**src/rtl/shx_pkg.sv**
```systemverilog
package shx_pkg;

    localparam int DATA_W   = 8;
    localparam int SLOTS    = 8;
    localparam int SEL_W    = $clog2(SLOTS);
    localparam logic [SEL_W-1:0] MEM_SLOT = 3'd6;

    typedef enum logic [1:0] {
        SH_LEFT  = 2'd0,
        SH_ARITH = 2'd1,
        SH_LOGIC = 2'd3
    } sh_kind_t;

    typedef struct packed {
        logic z;
        logic n;
        logic h;
        logic c;
    } sh_flags_t;

    typedef struct packed {
        logic             legal;
        sh_kind_t         kind;
        logic [SEL_W-1:0] sel;
        logic             is_mem;
    } sh_dec_t;

    typedef struct packed {
        logic [DATA_W-1:0] res;
        sh_flags_t         flags;
    } sh_out_t;

    function automatic sh_out_t shift_calc(sh_kind_t kind, logic [DATA_W-1:0] v);
        sh_out_t o;
        case (kind)
            SH_LEFT: begin
                o.res     = {v[DATA_W-2:0], 1'b0};
                o.flags.c = v[DATA_W-1];
            end
            SH_ARITH: begin
                o.res     = {v[DATA_W-1], v[DATA_W-1:1]};
                o.flags.c = v[0];
            end
            default: begin
                o.res     = {1'b0, v[DATA_W-1:1]};
                o.flags.c = v[0];
            end
        endcase
        o.flags.z = (o.res == '0);
        o.flags.n = 1'b0;
        o.flags.h = 1'b0;
        return o;
    endfunction

endpackage

```
**src/rtl/shx_decode.sv**
```systemverilog
module shx_decode
    import shx_pkg::*;
(
    input  logic [7:0] opcode,
    output sh_dec_t    dec
);
    always_comb begin
        dec.sel    = opcode[SEL_W-1:0];
        dec.is_mem = (opcode[SEL_W-1:0] == MEM_SLOT);
        dec.legal  = (opcode[7:5] == 3'b001) && (opcode[4:3] != 2'b10);
        case (opcode[4:3])
            2'b00:   dec.kind = SH_LEFT;
            2'b01:   dec.kind = SH_ARITH;
            default: dec.kind = SH_LOGIC;
        endcase
    end
endmodule

```
**src/rtl/shx_alu.sv**
```systemverilog
module shx_alu
    import shx_pkg::*;
(
    input  sh_kind_t          kind,
    input  logic [DATA_W-1:0] operand,
    output sh_out_t           out
);
    always_comb out = shift_calc(kind, operand);
endmodule

```
**src/rtl/shx_regfile.sv**
```systemverilog
module shx_regfile
    import shx_pkg::*;
(
    input  logic                     clk,
    input  logic                     rst,
    input  logic                     ld_en,
    input  logic [SEL_W-1:0]         ld_sel,
    input  logic [DATA_W-1:0]        ld_data,
    input  logic                     wb_en,
    input  logic [SEL_W-1:0]         wb_sel,
    input  logic [DATA_W-1:0]        wb_data,
    output logic [SLOTS*DATA_W-1:0]  view
);
    for (genvar k = 0; k < SLOTS; k++) begin : g_slot
        if (k == int'(MEM_SLOT)) begin : g_hole
            assign view[k*DATA_W +: DATA_W] = '0;
        end else begin : g_reg
            logic [DATA_W-1:0] q;
            always_ff @(posedge clk) begin
                if (rst)
                    q <= '0;
                else if (wb_en && wb_sel == SEL_W'(k))
                    q <= wb_data;
                else if (ld_en && ld_sel == SEL_W'(k))
                    q <= ld_data;
            end
            assign view[k*DATA_W +: DATA_W] = q;
        end
    end
endmodule

```
**src/rtl/shift_exec_unit.sv**
```systemverilog
module shift_exec_unit
    import shx_pkg::*;
#(
    parameter int REG_CYCLES = 8,
    parameter int MEM_CYCLES = 16
) (
    input  logic                    clk,
    input  logic                    rst,
    input  logic                    start,
    input  logic [7:0]              opcode,
    input  logic                    ld_en,
    input  logic [SEL_W-1:0]        ld_sel,
    input  logic [DATA_W-1:0]       ld_data,
    output logic [2*DATA_W-1:0]     mem_addr,
    output logic                    mem_rd_en,
    input  logic [DATA_W-1:0]       mem_rdata,
    output logic                    mem_wr_en,
    output logic [DATA_W-1:0]       mem_wdata,
    output logic                    busy,
    output logic                    done,
    output logic                    illegal,
    output logic [SLOTS*DATA_W-1:0] reg_view,
    output logic [3:0]              flags_out
);
    localparam int CNT_W   = $clog2(MEM_CYCLES + 1);
    localparam int RD_AT   = 1;
    localparam int CAP_AT  = RD_AT + 1;
    localparam int WR_AT   = MEM_CYCLES - 2;
    localparam int SLOT_H  = 4;
    localparam int SLOT_L  = 5;

    sh_dec_t           dec;
    sh_out_t           alu_o;
    logic              busy_q, ill_q, mem_q;
    logic [CNT_W-1:0]  cnt_q;
    sh_kind_t          kind_q;
    logic [SEL_W-1:0]  sel_q;
    logic [DATA_W-1:0] data_q, operand;
    sh_flags_t         flags_q;
    logic              accept, last, wb_en;

    shx_decode u_dec (.opcode(opcode), .dec(dec));

    assign operand = mem_q ? data_q : reg_view[sel_q*DATA_W +: DATA_W];

    shx_alu u_alu (.kind(kind_q), .operand(operand), .out(alu_o));

    assign accept = start && !busy_q && !ill_q;
    assign last   = busy_q && (cnt_q == (mem_q ? CNT_W'(MEM_CYCLES - 1)
                                               : CNT_W'(REG_CYCLES - 1)));
    assign wb_en  = last && !mem_q;

    shx_regfile u_rf (
        .clk(clk), .rst(rst),
        .ld_en(ld_en && !busy_q), .ld_sel(ld_sel), .ld_data(ld_data),
        .wb_en(wb_en), .wb_sel(sel_q), .wb_data(alu_o.res),
        .view(reg_view)
    );

    assign mem_addr  = {reg_view[SLOT_H*DATA_W +: DATA_W], reg_view[SLOT_L*DATA_W +: DATA_W]};
    assign mem_rd_en = busy_q && mem_q && (cnt_q == CNT_W'(RD_AT));
    assign mem_wr_en = busy_q && mem_q && (cnt_q == CNT_W'(WR_AT));
    assign mem_wdata = alu_o.res;
    assign busy      = busy_q;
    assign done      = last || ill_q;
    assign illegal   = ill_q;
    assign flags_out = flags_q;

    always_ff @(posedge clk) begin
        if (rst) begin
            busy_q  <= 1'b0;
            ill_q   <= 1'b0;
            mem_q   <= 1'b0;
            cnt_q   <= '0;
            kind_q  <= SH_LEFT;
            sel_q   <= '0;
            data_q  <= '0;
            flags_q <= '0;
        end else begin
            ill_q <= accept && !dec.legal;
            if (accept && dec.legal) begin
                busy_q <= 1'b1;
                cnt_q  <= CNT_W'(1);
                kind_q <= dec.kind;
                sel_q  <= dec.sel;
                mem_q  <= dec.is_mem;
            end else if (busy_q) begin
                if (last) begin
                    busy_q  <= 1'b0;
                    cnt_q   <= '0;
                    flags_q <= alu_o.flags;
                end else begin
                    cnt_q <= cnt_q + CNT_W'(1);
                end
            end
            if (busy_q && mem_q && cnt_q == CNT_W'(CAP_AT))
                data_q <= mem_rdata;
        end
    end
endmodule

```
**config.mk**
```make
export PLATFORM = sky130hd
export DESIGN_NAME = shift_exec_unit
export DESIGN_NICKNAME = d
export VERILOG_FILES = /design/src/rtl/shx_pkg.sv /design/src/rtl/shx_decode.sv /design/src/rtl/shx_alu.sv /design/src/rtl/shx_regfile.sv /design/src/rtl/shift_exec_unit.sv
export SDC_FILE = /design/constraint.sdc
export NUM_CORES = 1
export LEC_CHECK = 0
export BUFFER_PORTS_ARGS = -buffer_cell sky130_fd_sc_hd__buf_4
export CAP_MARGIN = 25
export CORE_ASPECT_RATIO = 0.6
export CORE_MARGIN = 1.5
export CORE_UTILIZATION = 45
export DETAILED_ROUTE_END_ITERATION = 8
export GPL_ROUTABILITY_DRIVEN = 1
export HOLD_SLACK_MARGIN = 0.08
export MAX_ROUTING_LAYER = met4
export PLACE_DENSITY = 0.8
export SYNTH_ARGS = -nofsm -noshare
export SYNTH_HDL_FRONTEND = slang
export SYNTH_HIERARCHICAL = 1
export SYNTH_SLANG_ARGS = --single-unit
```
**constraint.sdc**
```tcl
create_clock -name clk -period 6.3 [get_ports clk]
set_input_delay 0.315 -clock clk [delete_from_list [all_inputs] [get_ports clk]]
set_output_delay 0.315 -clock clk [all_outputs]
set_load 0.02 [all_outputs]
```
# Word-level counts from Yosys, hierarchy flattened

Index checks and enable logic that the tools add are counted.

Add/subtract/negate cells: 1
Equality and inequality tests: 21
Shift-type cells: 1
Muxes and demuxes: 25
Bitwise gates (word level): 1
Reduce and logical (&&, ||, !) cells: 46

Operators by type and width:

| operator                                             | number |
|---|---|
| 2-to-1 mux 8 bit                                     | 15 |
| variable part select 64 x 7 -> 8 bit                 | 1 |
| logical AND 1 bit                                    | 26 |
| equality test 3 bit (second input constant)          | 7 |
| case mux 8 bit (2 select lines)                      | 1 |
| nonzero test 2 bit                                   | 8 |
| equality test 3 x 2 -> 1 bit (second input constant) | 4 |
| equality test 3 x 1 -> 1 bit (second input constant) | 3 |
| zero test 8 bit                                      | 1 |
| zero test 3 bit                                      | 2 |
| 2-to-1 mux 1 bit                                     | 6 |
| adder 5 x 1 -> 5 bit (second input constant)         | 1 |
| equality test 5 x 1 -> 1 bit (second input constant) | 1 |
| equality test 5 x 2 -> 1 bit (second input constant) | 1 |
| equality test 5 x 4 -> 1 bit                         | 1 |
| equality test 5 x 4 -> 1 bit (second input constant) | 1 |
| 2-to-1 mux 5 bit                                     | 1 |
| equality test 2 x 1 -> 1 bit (second input constant) | 2 |
| zero test 1 bit                                      | 4 |
| zero test 2 bit                                      | 2 |
| 2-to-1 mux 4 bit                                     | 1 |
| case mux 2 bit (2 select lines)                      | 1 |
| AND reduction 3 bit                                  | 1 |
| inequality test 2 bit (second input constant)        | 1 |
| other kinds (3)                                      | 3 |

Flip-flop bits (word level): 79
Bits of input ports: 31
Output and inout bits: 97
Word-level logic and storage cells: 112

# Depth between registers and ports, before layout

Gate-level depths: netlist of run 1.

Depth in word-level cells: 6
Mapped depth: 9
Mapped depth without buffers: 7

# By module

The synthesis of run 1 kept the hierarchy.

Modules (own cells, without submodules):

| module          | instances | cells each | area an instance (um2) | sequential area each (um2) |
|---|---|---|---|---|
| shx_regfile     | 1         | 311        | 2,701.3                | 1,121.1 |
| shift_exec_unit | 1         | 215        | 1,874.3                | 500.5 |
| shx_alu         | 1         | 18         | 177.7                  | 0.0 |
| shx_decode      | 1         | 9          | 61.3                   | 0.0 |

# Least setup slack after synthesis of run 1

No wires, ideal clock.

Path type: reg2reg
Start: register sel_q[2]
End: register u_rf.g_slot[0].g_reg.q[7]
Setup time: 88 ps
Data arrival time: 2,320 ps
Required time: 6,212 ps
Path slack: 3,892 ps
Stages on the path, launching flop included: 9
Buffers on the path: 1
Clock period less this slack: 2,408 ps
Cell sequence: dfxtp_1 -> and2b_2 -> buf_4 -> a22o_2 -> o31ai_1 -> mux2i_1 -> nor2_1 -> nor2_1 -> a311oi_2

Cells in the longest elaborated chain, start to end: 4
Elaborated cells on any way between the ends: 7
Classes of those cells: 1 x shift; 3 x mux; 3 x reduce/logical

Ends and longest elaborated chain:

| element                              | RTL line              | source |
|---|---|---|
| from (decl)                          | shift_exec_unit.sv:37 | `logic [SEL_W-1:0] sel_q;` |
| from (signal assigned)               | shift_exec_unit.sv:85 | `sel_q <= dec.sel;` |
| variable part select 64 x 7 -> 8 bit | shift_exec_unit.sv:44 | `assign operand = mem_q ? data_q : reg_view[sel_q*DATA_W +: DATA_W];` |
| 2-to-1 mux 8 bit                     | shift_exec_unit.sv:44 |  |
| via operand[7]                       | shift_exec_unit.sv:38 | `logic [DATA_W-1:0] data_q, operand;` |
| case mux 8 bit (2 select lines)      | shx_pkg.sv:35         | `case (kind)` |
| via mem_wdata[7]                     | shift_exec_unit.sv:18 | `output logic [DATA_W-1:0] mem_wdata,` |
| 2-to-1 mux 8 bit                     | shx_regfile.sv:22     | `else if (wb_en && wb_sel == SEL_W'(k))` |
| to (signal assigned)                 | shx_regfile.sv:23     | `q <= wb_data;` |
| to (signal assigned)                 | shx_regfile.sv:25     | `q <= ld_data;` |
| to (decl)                            | shx_regfile.sv:18     | `logic [DATA_W-1:0] q;` |

The timed path passes the listed nets, and every way through them passes these cells.
A chain may end at the register's enable or synchronous reset.

# Worst setup path in the final report of run 1

Start: register sel_q[0]
End: output port mem_wdata[7]

Cells in the longest elaborated chain, start to end: 3

Ends and longest elaborated chain:

| element                              | RTL line |
|---|---|
| variable part select 64 x 7 -> 8 bit | shift_exec_unit.sv:44 |
| 2-to-1 mux 8 bit                     | shift_exec_unit.sv:44 |
| via operand[7]                       | shift_exec_unit.sv:38 |
| case mux 8 bit (2 select lines)      | shx_pkg.sv:35 |
| to (decl)                            | shift_exec_unit.sv:18 |

The timed path passes the listed nets, and every way through them passes these cells.

==> impl_results.md, run 1 <==
* Initial core utilization at 45.91%
* Fin crit period at 3.528 ns
* Maxcap violations at 0
* Vias in the first global route at 4372
* Netlist cell types at 54
* CTS tree: built
* Mapped cell area at 4815 µm²
* Largest family of logic cells by synthesized area: simple AND/OR/NAND/NOR gates
* Simple-gate share of the synthesized area at 20.71%
* Vias per cell at 6.189
* Int Power at 992.4 µW
* Worst reg2reg path startpoint: busy
* Min-delay worst type: input pin to flop
* Multiplexer share of the synthesized area at 14.92%
* Sw Ratio at 23.98%
* Pwr Density at 223.3 nW/µm²
* RR Endpoint: u_rf/g_slot[2].g_reg.q[0]
* Wire per inst at 20.88 µm
* Worst reg-to-reg path cell count at 5
* Max-slew violation count at 0
* Core ar. at 10490 µm²
* DP Worst Slack at 3.224 ns
* Vias after detailed routing at 4722
* Non-Filler Instances at 763
* Psw at 313.1 µW
* DR iter-0 viols at 560
* Reg clk slew, reported paths at 0.06 ns
* Clk sinks at 81
* WL final at 15930 µm
* Final Cycle Share at 55.99%
* Final hold slack at 0.2238 ns
* Part of the power in the clock network at 47.5%
* Flop pwr share at 41.0%
* Max Root-Sink Buffers at 2
* Post-synth EDFFs at 0
* Worst Hold End: illegal
* Ys flop type: dfxtp_1
* Detail Route Antenna Nets at 0
* Fmax at 0.2835 GHz
* Part of the power in combinational logic at 11.5%
* Largest net degree at the start of global routing at 82
* Ranking of synthesized cells by area: dfxtp_1 (34%), mux2i_1 (9.8%), nand2_1 (6.0%)
* Status: completed
* Initial antenna violation count at 0
* Proportion of layout cells with a drive suffix above 1 at 30.45%
* Io pins at 128
* Endpoint class of the critical path: output pin
* Global-route wire length before repair at 24330 µm
* RSZ-0062 raised after global routing: false
* Num rows at 29
* Endpoints failing hold at 0
* Die ar. at 11350 µm²
* Syn_area_per_cell at 8.706 µm²
* Fin nets at 653
* FF-to-FF setup slack at 3.06 ns
* Chip height at 83.12 µm
* Slew @ Worst Pin at 1.089 ns
* Critical path startpoint category: flop
* DRC Markers at 0
* Worst EP arrival at 3.21 ns
* Layout area overhead at 21.44%
* Leak pwr at 2.334 nW
* Worst VDD drop at 0.0001468 V
* Final HPWL from detailed placement at 11370 µm
* N_diodes at 0
* Post-synthesis cell count at 553
* Total CTS buffers at 9
* Die width at 136.5 µm
* Xor/xnor share of the synthesized area at 1.065%
* CP Class: flop to output pin
* Crit path required time at 5.98 ns
* Hold path cells at 3
* Overall power at 1.305 mW
* H-tree Lvls at 3
* Drt pass-1 iters at 5
* Tot GR Track Use at 28.86%
* Hold_buf cts at 0
* Skew final at 0.007629 ns
* Final worst-path setup slack at 2.772 ns
* Ys Warns at 6
* Clk_lat worst skew at 0.34 ns
* Inst Count DP at 747
* Top cell type's share of synthesized area at 33.68%
* Resized Gates After CTS at 0
* Placer's final routability congestion estimate at 0.9225
* Clock Tree Root: clkbuf_16
* Final setup viols at 0
* Register area share after synthesis at 33.68%
* CP Max Fanout at 40
* Async S/R FF share, synth at 0%
* Relative slew slack at 26.76%
* Compound-cell area share of the yosys netlist at 18.84%
* Synth Area in Adders at 0.7796%
* Yosys reg bits at 81
* HP Start: start
* Grt ovf at 0
* Area leader, netlist: dfxtp_1
* Port Buffers at 119
* Number of setup buffers added after CTS at 0
* Fin Setup TNS at 0 ns
[layout make-up]
class / instances / area (µm²)
clock inverter: 4 / 98.84
fill: 945 / 4639
clock buffer: 12 / 256.5
timing repair buffer: 122 / 915.9
sequential: 81 / 1623
inverter: 3 / 11.26
multi-input combinational: 402 / 2768
tap: 139 / 173.9
[power by group through the flow]
| stage | Sequential, mW | Clock (mW) | Combinational [mW] |
|---|---|---|---|
| 4_1_cts | 0.535 | 0.624 | 0.146 |
| 3_3_place_gp | 0.545 | 0 | 0.144 |
| 3_5_place_dp | 0.546 | 0 | 0.146 |
| 5_1_grt | 0.536 | 0.646 | 0.158 |
| 2_1_floorplan | 0.551 | 0 | 0.0869 |
| 6_report | 0.535 | 0.620 | 0.150 |
[cells in the mapped netlist, types with 10 or more instances]
master / count
nand2_1: 77
o31ai_1: 12
nor2_1: 69
buf_4: 35
mux2i_1: 47
buf_2: 10
a21oi_1: 13
clkbuf_1: 22
a311oi_1: 24
mux2_2: 20
dfxtp_1: 81
a211oi_1: 24
[flip-flops by register name (all words and copies together), names as in the netlist]
signal	flops
busy	1
cnt_q	5
data_q	8
flags_out	4
illegal	1
kind_q	2
mem_q	1
sel_q	3
u_rf/g_slot.g_reg.q	56
[cell usage in the layout (no fill, tap or decap), drive strengths merged, types with 2 or more instances in the layout]
master	count
a2111oi	2
a211oi	24
a21oi	13
a22o	8
a311oi	32
and4	2
and4b	3
buf	122
bufinv	3
clkbuf	12
conb	10
dfxtp	81
ha	3
inv	3
mux2	22
mux2i	47
nand2	77
nand3	8
nand4	8
nand4b	5
nand4bb	3
nor2	70
nor2b	4
nor3	3
nor4	3
nor4b	2
nor4bb	3
o21ai	8
o22ai	8
o31ai	13
or2	4
or4b	2
xor2	4
[layer usage]
metal  up-vias  routed length (µm)  GRT usage, %
li1       2108                   -             -
met1      2286                7027         40.14
met2       304                6855         40.98
met3        24                1841         8.547
met4         0                 206         6.770
met5         -                   0             -
[critical path, stage by stage, from the launching register on]
cell and delay (ns):
dfxtp_2 1.01, mux2i_1 0.20, a22o_2 0.31, o31ai_1 0.41, mux2i_1 0.14, nor2_1 0.53, buf_4 0.26
[stage by stage]
step | utilization [%] | instance area [µm²]
2_1_floorplan | - | 4845
3_3_place_gp | 52.37 | 5492
3_5_place_dp | 52.37 | 5492
4_1_cts | 55.76 | 5847
5_1_grt | 55.76 | 5847
6_report | 55.76 | 5847
[logic make-up (layout without fill, tap and decap cells)]
group / after synthesis / count (layout)
XOR/XNOR: 5 / 5
flip-flops: 81 / 81
buffers and inverters: 78 / 141
multiplexers: 69 / 69
adder cells (fa/ha/maj): 3 / 3
other: 2 / 10
AND/OR/NAND/NOR: 204 / 204
AO/OA/AOI/OAI: 111 / 111
[how the worst max path moves through the flow]
stage / slack (ns) / endpoint / startpoint / cells past startpoint
after CTS: 2.82 / mem_wdata[7] / sel_q[0] / 6
after global routing: 2.62 / mem_wdata[7] / sel_q[0] / 6
after global placement: 3.24 / mem_wdata[7] / sel_q[0] / 6
after floorplan: 3.89 / u_rf/g_slot[0].g_reg.q[7] / sel_q[2] / 8
final: 2.77 / mem_wdata[7] / sel_q[0] / 6
after detailed placement: 3.22 / mem_wdata[7] / sel_q[0] / 6
Power figures use the tool's default switching activity.
==> run 2, diff against run 1 <==
clock period = 3.55 ns   (was 6.3 ns; I/O delays follow)
==> impl_results.md, run 2 (synthesis gave the netlist of run 1 again) <==
* Clk_lat worst skew at 0.34 ns (about the same)
* DR iter-0 viols at 555 (was 560)
* Leak pwr at 2.322 nW (was 2.334 nW)
* Biggest regs: u_rf/g_slot.g_reg.q: 56 flops, data_q: 8 flops, cnt_q: 5 flops (unchanged)
* Num rows at 29 (unchanged)
* Proportion of layout cells with a drive suffix above 1 at 30.78% (was 30.45%)
* Busiest grt layer: met1 (was met2)
* Clk sinks at 81 (unchanged)
* RSZ-0062 raised after global routing: false (unchanged)
* Detail Route Antenna Nets at 0 (unchanged)
* Layout area overhead at 20.97% (was 21.44%)
* Chip height at 83.12 µm (unchanged)
* Vias after detailed routing at 4770 (was 4722)
* Routing usage on met3 at 9.951% (was 8.547%)
* Final setup viols at 0 (unchanged)
* Reg clk slew, reported paths at 0.06 ns (about the same)
* Worst VDD drop at 0.0002737 V (was 0.0001468 V)
* Fmax at 0.3237 GHz
* Min-delay worst type: input pin to flop (unchanged)
* Most frequent cells in the layout: buf_4 (124), dfxtp_1 (80), nand2_1 (77) (was buf_4 (122), dfxtp_1 (80), nand2_1 (77))
* CP Max Fanout at 12 (was 40)
* Largest net degree at the start of global routing at 82 (unchanged)
* Io pins at 128 (unchanged)
* Max Root-Sink Buffers at 2 (unchanged)
* Initial antenna violation count at 0 (unchanged)
* Initial core utilization at 45.91% (unchanged)
* Status: completed (unchanged)
* Die ar. at 11350 µm² (unchanged)
* Core ar. at 10490 µm² (unchanged)
* Critical path startpoint category: flop (unchanged)
* N_diodes at 0 (unchanged)
* Fin crit period at 3.090 ns
* Slowest CP cell: nor2b_1 (was dfxtp_2)
* CP Class: flop to output pin (unchanged)
* Tot GR Track Use at 29.44% (was 28.86%)
* Max-slew violation count at 0 (unchanged)
* Largest register FFs at 56 (unchanged)
* Fin Setup TNS at 0 ns (unchanged)
* Crit path max-delay family: simple AND/OR/NAND/NOR gates (was flip-flops)
* Port Buffers at 119 (unchanged)
* Pwr Density at 371.2 nW/µm² (was 223.3 nW/µm²)
* Grt met1 use at 40.76% (was 40.14%)
* Fin nets at 656 (was 653)
* WL final at 16250 µm (was 15930 µm)
* CTS tree: built (unchanged)
* WP buf/inv at 1 (unchanged)
* Placer's final routability congestion estimate at 0.9388 (was 0.9225)
* Commonest non-fill, non-tap cell in the layout: buf_4 (unchanged)
* Endpoints failing hold at 0 (unchanged)
* Slew @ Worst Pin at 0.9276 ns (was 1.089 ns)
* Post-layout util at 55.54% (was 55.76%)
* Hold_buf cts at 0 (unchanged)
* Crit path required time at 3.37 ns (was 5.98 ns)
* Drt pass-1 iters at 5 (unchanged)
* DRC Markers at 0 (unchanged)
* Final worst-path setup slack at 0.4605 ns (was 2.772 ns)
* Vias in the first global route at 4428 (was 4372)
* Cell Chain, Critical Path: and2b_2, a22o_2, o31ai_1, nor2b_1, buf_4 (was mux2i_1, a22o_2, o31ai_1, mux2i_1, nor2_1, buf_4)
* Resized Gates After CTS at 0 (unchanged)
* Final HPWL from detailed placement at 11680 µm (was 11370 µm)
* Worst EP arrival at 2.91 ns (was 3.21 ns)
* # fillers at 949 (was 945)
* Wire per inst at 21.21 µm (was 20.88 µm)
* Maxcap violations at 0 (unchanged)
* Die width at 136.5 µm (unchanged)
* Skew final at 0.008646 ns (was 0.007629 ns)
* Relative slew slack at 38.16% (was 26.76%)
* Clock Tree Root: clkbuf_16 (unchanged)
* DP Worst Slack at 0.9301 ns (was 3.224 ns)
* Number of setup buffers added after CTS at 0 (unchanged)
* Total CTS buffers at 9 (unchanged)
* Reg with most FFs: u_rf/g_slot.g_reg.q (unchanged)
* Endpoint class of the critical path: output pin (unchanged)
* Vias per cell at 6.227 (was 6.189)
* Slowest Stage Delay on Critical Path at 0.77 ns (was 1.01 ns)
* Met2 GRT Util at 39.93% (was 40.98%)
* Global-route wire length before repair at 24780 µm (was 24330 µm)
* Final Cycle Share at 87.03%
* Grt ovf at 0 (unchanged)
* H-tree Lvls at 3 (unchanged)
run 2: where the power goes:
| group | internal, mW | switching, mW |
|---|---|---|
| combinational | 0.109 | 0.166 |
| clock | 0.562 | 0.380 |
| sequential | 0.926 | 0.0200 |
| total | 1.60 | 0.565 |
run 2: worst register-to-register path: cells and delay by family (launching register included):
family / cells / cell delay (ns)
and+or+nand+nor: 3 / 1.23
DFF: 1 / 0.52
AOI/OAI and AO/OA: 3 / 0.93
run 2: path summary, 6_finish.rpt:
kind,startpoint,to,slack (ns),cells after the start
max,sel_q[2],mem_wdata[0],0.46,5
min,opcode[1],sel_q[1],0.09,3
max reg2reg,sel_q[2],u_rf/g_slot[0].g_reg.q[0],0.78,6
min reg2reg,flags_out[2],flags_out[2],0.48,2
run 2: area by class of cell:
cell class,instances,area (µm²),share of cell area [%]
multi-input cells,402,2768,47.52
repair buffers,125,950.9,16.33
inverters,3,11.26,0.1933
clock buffers,11,242.7,4.168
flip-flops and latches,81,1623,27.86
well taps,139,173.9,2.986
clock inverters,5,55.05,0.9452
run 2: metrics by stage:
step                hold WS [ns]  power, mW  std cells  area (µm²)
detailed placement        0.4399      1.232        750        5527
global placement          0.4208      1.224        750        5527
global route             0.09201      2.223        766        5824
finish                   0.08732      2.162        766        5824
CTS                      0.08072      2.162        766        5824
floorplan                 0.2958      1.131        561        4845
run 2: metal layers:
layer  vias up  routed length (µm)
met2       320                6847
li1       2113                   -
met4         0                 307
met5         -                   0
met1      2303                6943
met3        34                2146
==> run 3, diff against run 2 <==
SYNTH_HIERARCHICAL = unset   (was 1)
==> impl_results.md, run 3 <==
* Initial core utilization at 47.50% (was 45.91%)
* Total CTS buffers at 9 (unchanged)
* Non-Filler Instances at 735 (was 766)
* Commonest non-fill, non-tap cell in the layout: buf_4 (unchanged)
* Fmax at 0.3358 GHz (was 0.3237 GHz)
* Final Cycle Share at 83.89% (was 87.03%)
* Syn_area_per_cell at 9.196 µm² (was 8.706 µm²)
* Grt ovf at 0 (unchanged)
* Clk sinks at 79 (was 81)
* Synth top cells by count: dfxtp_1 (79), nor2_1 (67), buf_4 (36) (was dfxtp_1 (81), nand2_1 (77), nor2_1 (69))
* Die width at 136.5 µm (about the same)
* Inst Count DP at 719 (was 750)
* Layout area overhead at 20.53% (was 20.97%)
* Critical path startpoint category: flop (unchanged)
* Fin crit period at 2.978 ns (was 3.090 ns)
* Post-layout util at 57.25% (was 55.54%)
* Detail Route Antenna Nets at 0 (unchanged)
* Drt pass-1 iters at 5 (unchanged)
* Clk_lat worst skew at 0.35 ns (was 0.34 ns)
* RR Endpoint: u_rf.g_slot[3].g_reg.q[2] (was u_rf/g_slot[0].g_reg.q[0])
* DR WL met3 at 1755 µm (was 2146 µm)
* Core ar. at 10120 µm² (was 10490 µm²)
* Vias in the first global route at 4075 (was 4428)
* Relative slew slack at 32.21% (was 38.16%)
* Max-slew violation count at 0 (unchanged)
* Maxcap violations at 0 (unchanged)
* Biggest regs: u_rf.g_slot.g_reg.q: 56 flops, data_q: 8 flops, cnt_q: 5 flops (was u_rf/g_slot.g_reg.q: 56 flops, data_q: 8 flops, cnt_q: 5 flops)
* Worst reg2reg path startpoint: busy (was sel_q[2])
* Tot GR Track Use at 26.98% (was 29.44%)
* Top cell type's share of synthesized area at 32.88% (was 33.68%)
* Endpoints failing hold at 0 (unchanged)
* DRC Markers at 0 (unchanged)
* # fillers at 899 (was 949)
* DR iter-0 viols at 354 (was 555)
* Reg clk slew, reported paths at 0.06 ns (about the same)
* WL final at 14660 µm (was 16250 µm)
* Global-route wire length before repair at 22580 µm (was 24780 µm)
* Final setup viols at 0 (unchanged)
* Number of setup buffers added after CTS at 0 (unchanged)
* HP Start: opcode[1] (unchanged)
* Worst EP arrival at 2.80 ns (was 2.91 ns)
* Async S/R FF share, synth at 0% (unchanged)
* Endpoint class of the critical path: output pin (unchanged)
* Yosys reg bits at 79 (was 81)
* Vias per cell at 6.000 (was 6.227)
* Proportion of layout cells with a drive suffix above 1 at 35.83% (was 30.78%)
* CP Max Fanout at 18 (was 12)
* Fin Setup TNS at 0 ns (unchanged)
* Min-delay worst type: input pin to flop (unchanged)
* Largest net degree at the start of global routing at 80 (was 82)
* Worst reg-to-reg path cell count at 5 (was 6)
* CP Class: flop to output pin (unchanged)
* Met2 wire length at 6241 µm (was 6847 µm)
* Fin nets at 629 (was 656)
* N_diodes at 0 (unchanged)
* Register area share after synthesis at 32.88% (was 33.68%)
* Ys Warns at 0 (was 6)
* Hold_buf cts at 0 (unchanged)
* Most frequent cells in the layout: buf_4 (124), dfxtp_1 (79), nor2_1 (67) (was buf_4 (124), dfxtp_1 (80), nand2_1 (77))
* Resized Gates After CTS at 0 (unchanged)
* Leak pwr at 2.343 nW (was 2.322 nW)
* Most common cell in the synthesized netlist: dfxtp_1 (unchanged)
* Area leader, netlist: dfxtp_1 (unchanged)
* Post-synth EDFFs at 0 (unchanged)
* Skew final at 0.006931 ns (was 0.008646 ns)
* Netlist cell types at 65 (was 54)
* Reg with most FFs: u_rf.g_slot.g_reg.q (was u_rf/g_slot.g_reg.q)
* Clock Tree Root: clkbuf_16 (unchanged)
* Status: completed (unchanged)
* Max Root-Sink Buffers at 2 (unchanged)
* Mapped cell area at 4810 µm² (was 4815 µm²)
* Hold path cells at 3 (unchanged)
* Worst VDD drop at 0.0002562 V (was 0.0002737 V)
* Placer's final routability congestion estimate at 0.9773 (was 0.9388)
* Port Buffers at 117 (was 119)
* M1 wire length at 6438 µm (was 6943 µm)
* Vias after detailed routing at 4410 (was 4770)
* Wire per inst at 19.95 µm (was 21.21 µm)
* FF-to-FF setup slack at 0.64 ns (was 0.78 ns)
* Ys flop type: dfxtp_1 (unchanged)
* H-tree Lvls at 3 (unchanged)
* Slew @ Worst Pin at 1.009 ns (was 0.9276 ns)
* Post-synthesis cell count at 523 (was 553)
* Num rows at 28 (was 29)
* Largest register FFs at 56 (unchanged)
* RSZ-0062 raised after global routing: false (unchanged)
* Crit path required time at 3.37 ns (about the same)
* Pwr Density at 373.6 nW/µm² (was 371.2 nW/µm²)
* CTS tree: built (unchanged)
* Ranking of synthesized cells by area: dfxtp_1 (33%), mux2_2 (6.1%), buf_4 (5.6%) (was dfxtp_1 (34%), mux2i_1 (9.8%), nand2_1 (6.0%))
* Chip height at 83.08 µm (was 83.12 µm)
* Initial antenna violation count at 0 (unchanged)
* Die ar. at 11340 µm² (was 11350 µm²)
* Final HPWL from detailed placement at 10620 µm (was 11680 µm)
* Io pins at 128 (unchanged)
* Worst Hold End: sel_q[1] (unchanged)
* Top Metal Used: met4 (unchanged)
run 3: cell count changes in the layout (fill, tap and decap cells not counted), sizes merged, moves of 8 or more:
| cell | change |
|---|---|
| nand2b | +10 |
| nand2 | -51 |
| nor3b | +9 |
| o22ai | -8 |
| mux2 | +25 |
| a21oi | +13 |
| inv | +10 |
| a22o | -8 |
| mux2i | -28 |
| a311oi | -31 |
| a211oi | +22 |
run 3: cells by family (layout without fill, tap and decap cells):
kind of cell / count (synthesis) / after routing / synth area share (%)
compound gates: 119 / 119 / 20.71
xor+xnor: 4 / 4 / 0.7283
fa+ha+maj: 3 / 3 / 0.7805
buf+inv: 85 / 153 / 10.51
flops: 79 / 79 / 32.88
mux: 68 / 68 / 16.05
other cells: 1 / 10 / 0.07797
simple gates: 164 / 164 / 18.26
run 3: critical path, stage by stage, from the launching register on:
cell      delay, ns
dfxtp_1        0.60
buf_4          0.38
mux2_1         0.36
a221o_1        0.31
o211ai_1       0.08
a21boi_2       0.49
inv_2          0.04
buf_4          0.17
run 3: how the worst max path moves through the flow:
stage              from                         to  cells past startpoint
6_report       sel_q[1]               mem_wdata[3]                      7
5_1_grt            busy  u_rf.g_slot[3].g_reg.q[0]                      5
4_1_cts        sel_q[1]               mem_wdata[3]                      7
3_5_place_dp       busy  u_rf.g_slot[3].g_reg.q[4]                      5
3_3_place_gp       busy  u_rf.g_slot[3].g_reg.q[7]                      5
2_1_floorplan  cnt_q[0]  u_rf.g_slot[1].g_reg.q[6]                      7
run 3: metal layers:
metal | up-vias | GRT usage, %
met3 | 19 | 8.364
li1 | 2014 | -
met1 | 2105 | 37.20
met2 | 272 | 37.69
met5 | - | -
met4 | 0 | 7.544
run 3: report_power, final:
| part | internal, mW | switching [mW] |
|---|---|---|
| Sequential | 0.906 | 0.0238 |
| Clock | 0.600 | 0.368 |
| Combinational | 0.111 | 0.158 |
run 3: area by class of cell:
type / instances / area (µm²) / share of cell area [%]
clock inverter: 3 / 40.04 / 0.6907
sequential: 79 / 1582 / 27.28
tap: 135 / 168.9 / 2.914
multi-input combinational: 368 / 2756 / 47.55
inverter: 13 / 48.80 / 0.8418
timing repair buffer: 124 / 930.9 / 16.06
clock buffer: 13 / 270.3 / 4.662
run 3: stage by stage:
step	hold slack (ns)	area, µm²	power, mW	worst slack (ns)
3_5_place_dp	0.4472	5487	1.212	0.7378
2_1_floorplan	0.3135	4843	1.126	1.499
4_1_cts	0.08696	5797	2.168	0.6170
5_1_grt	0.1052	5797	2.224	0.4184
3_3_place_gp	0.4463	5487	1.206	0.9284
6_report	0.08865	5797	2.165	0.5718
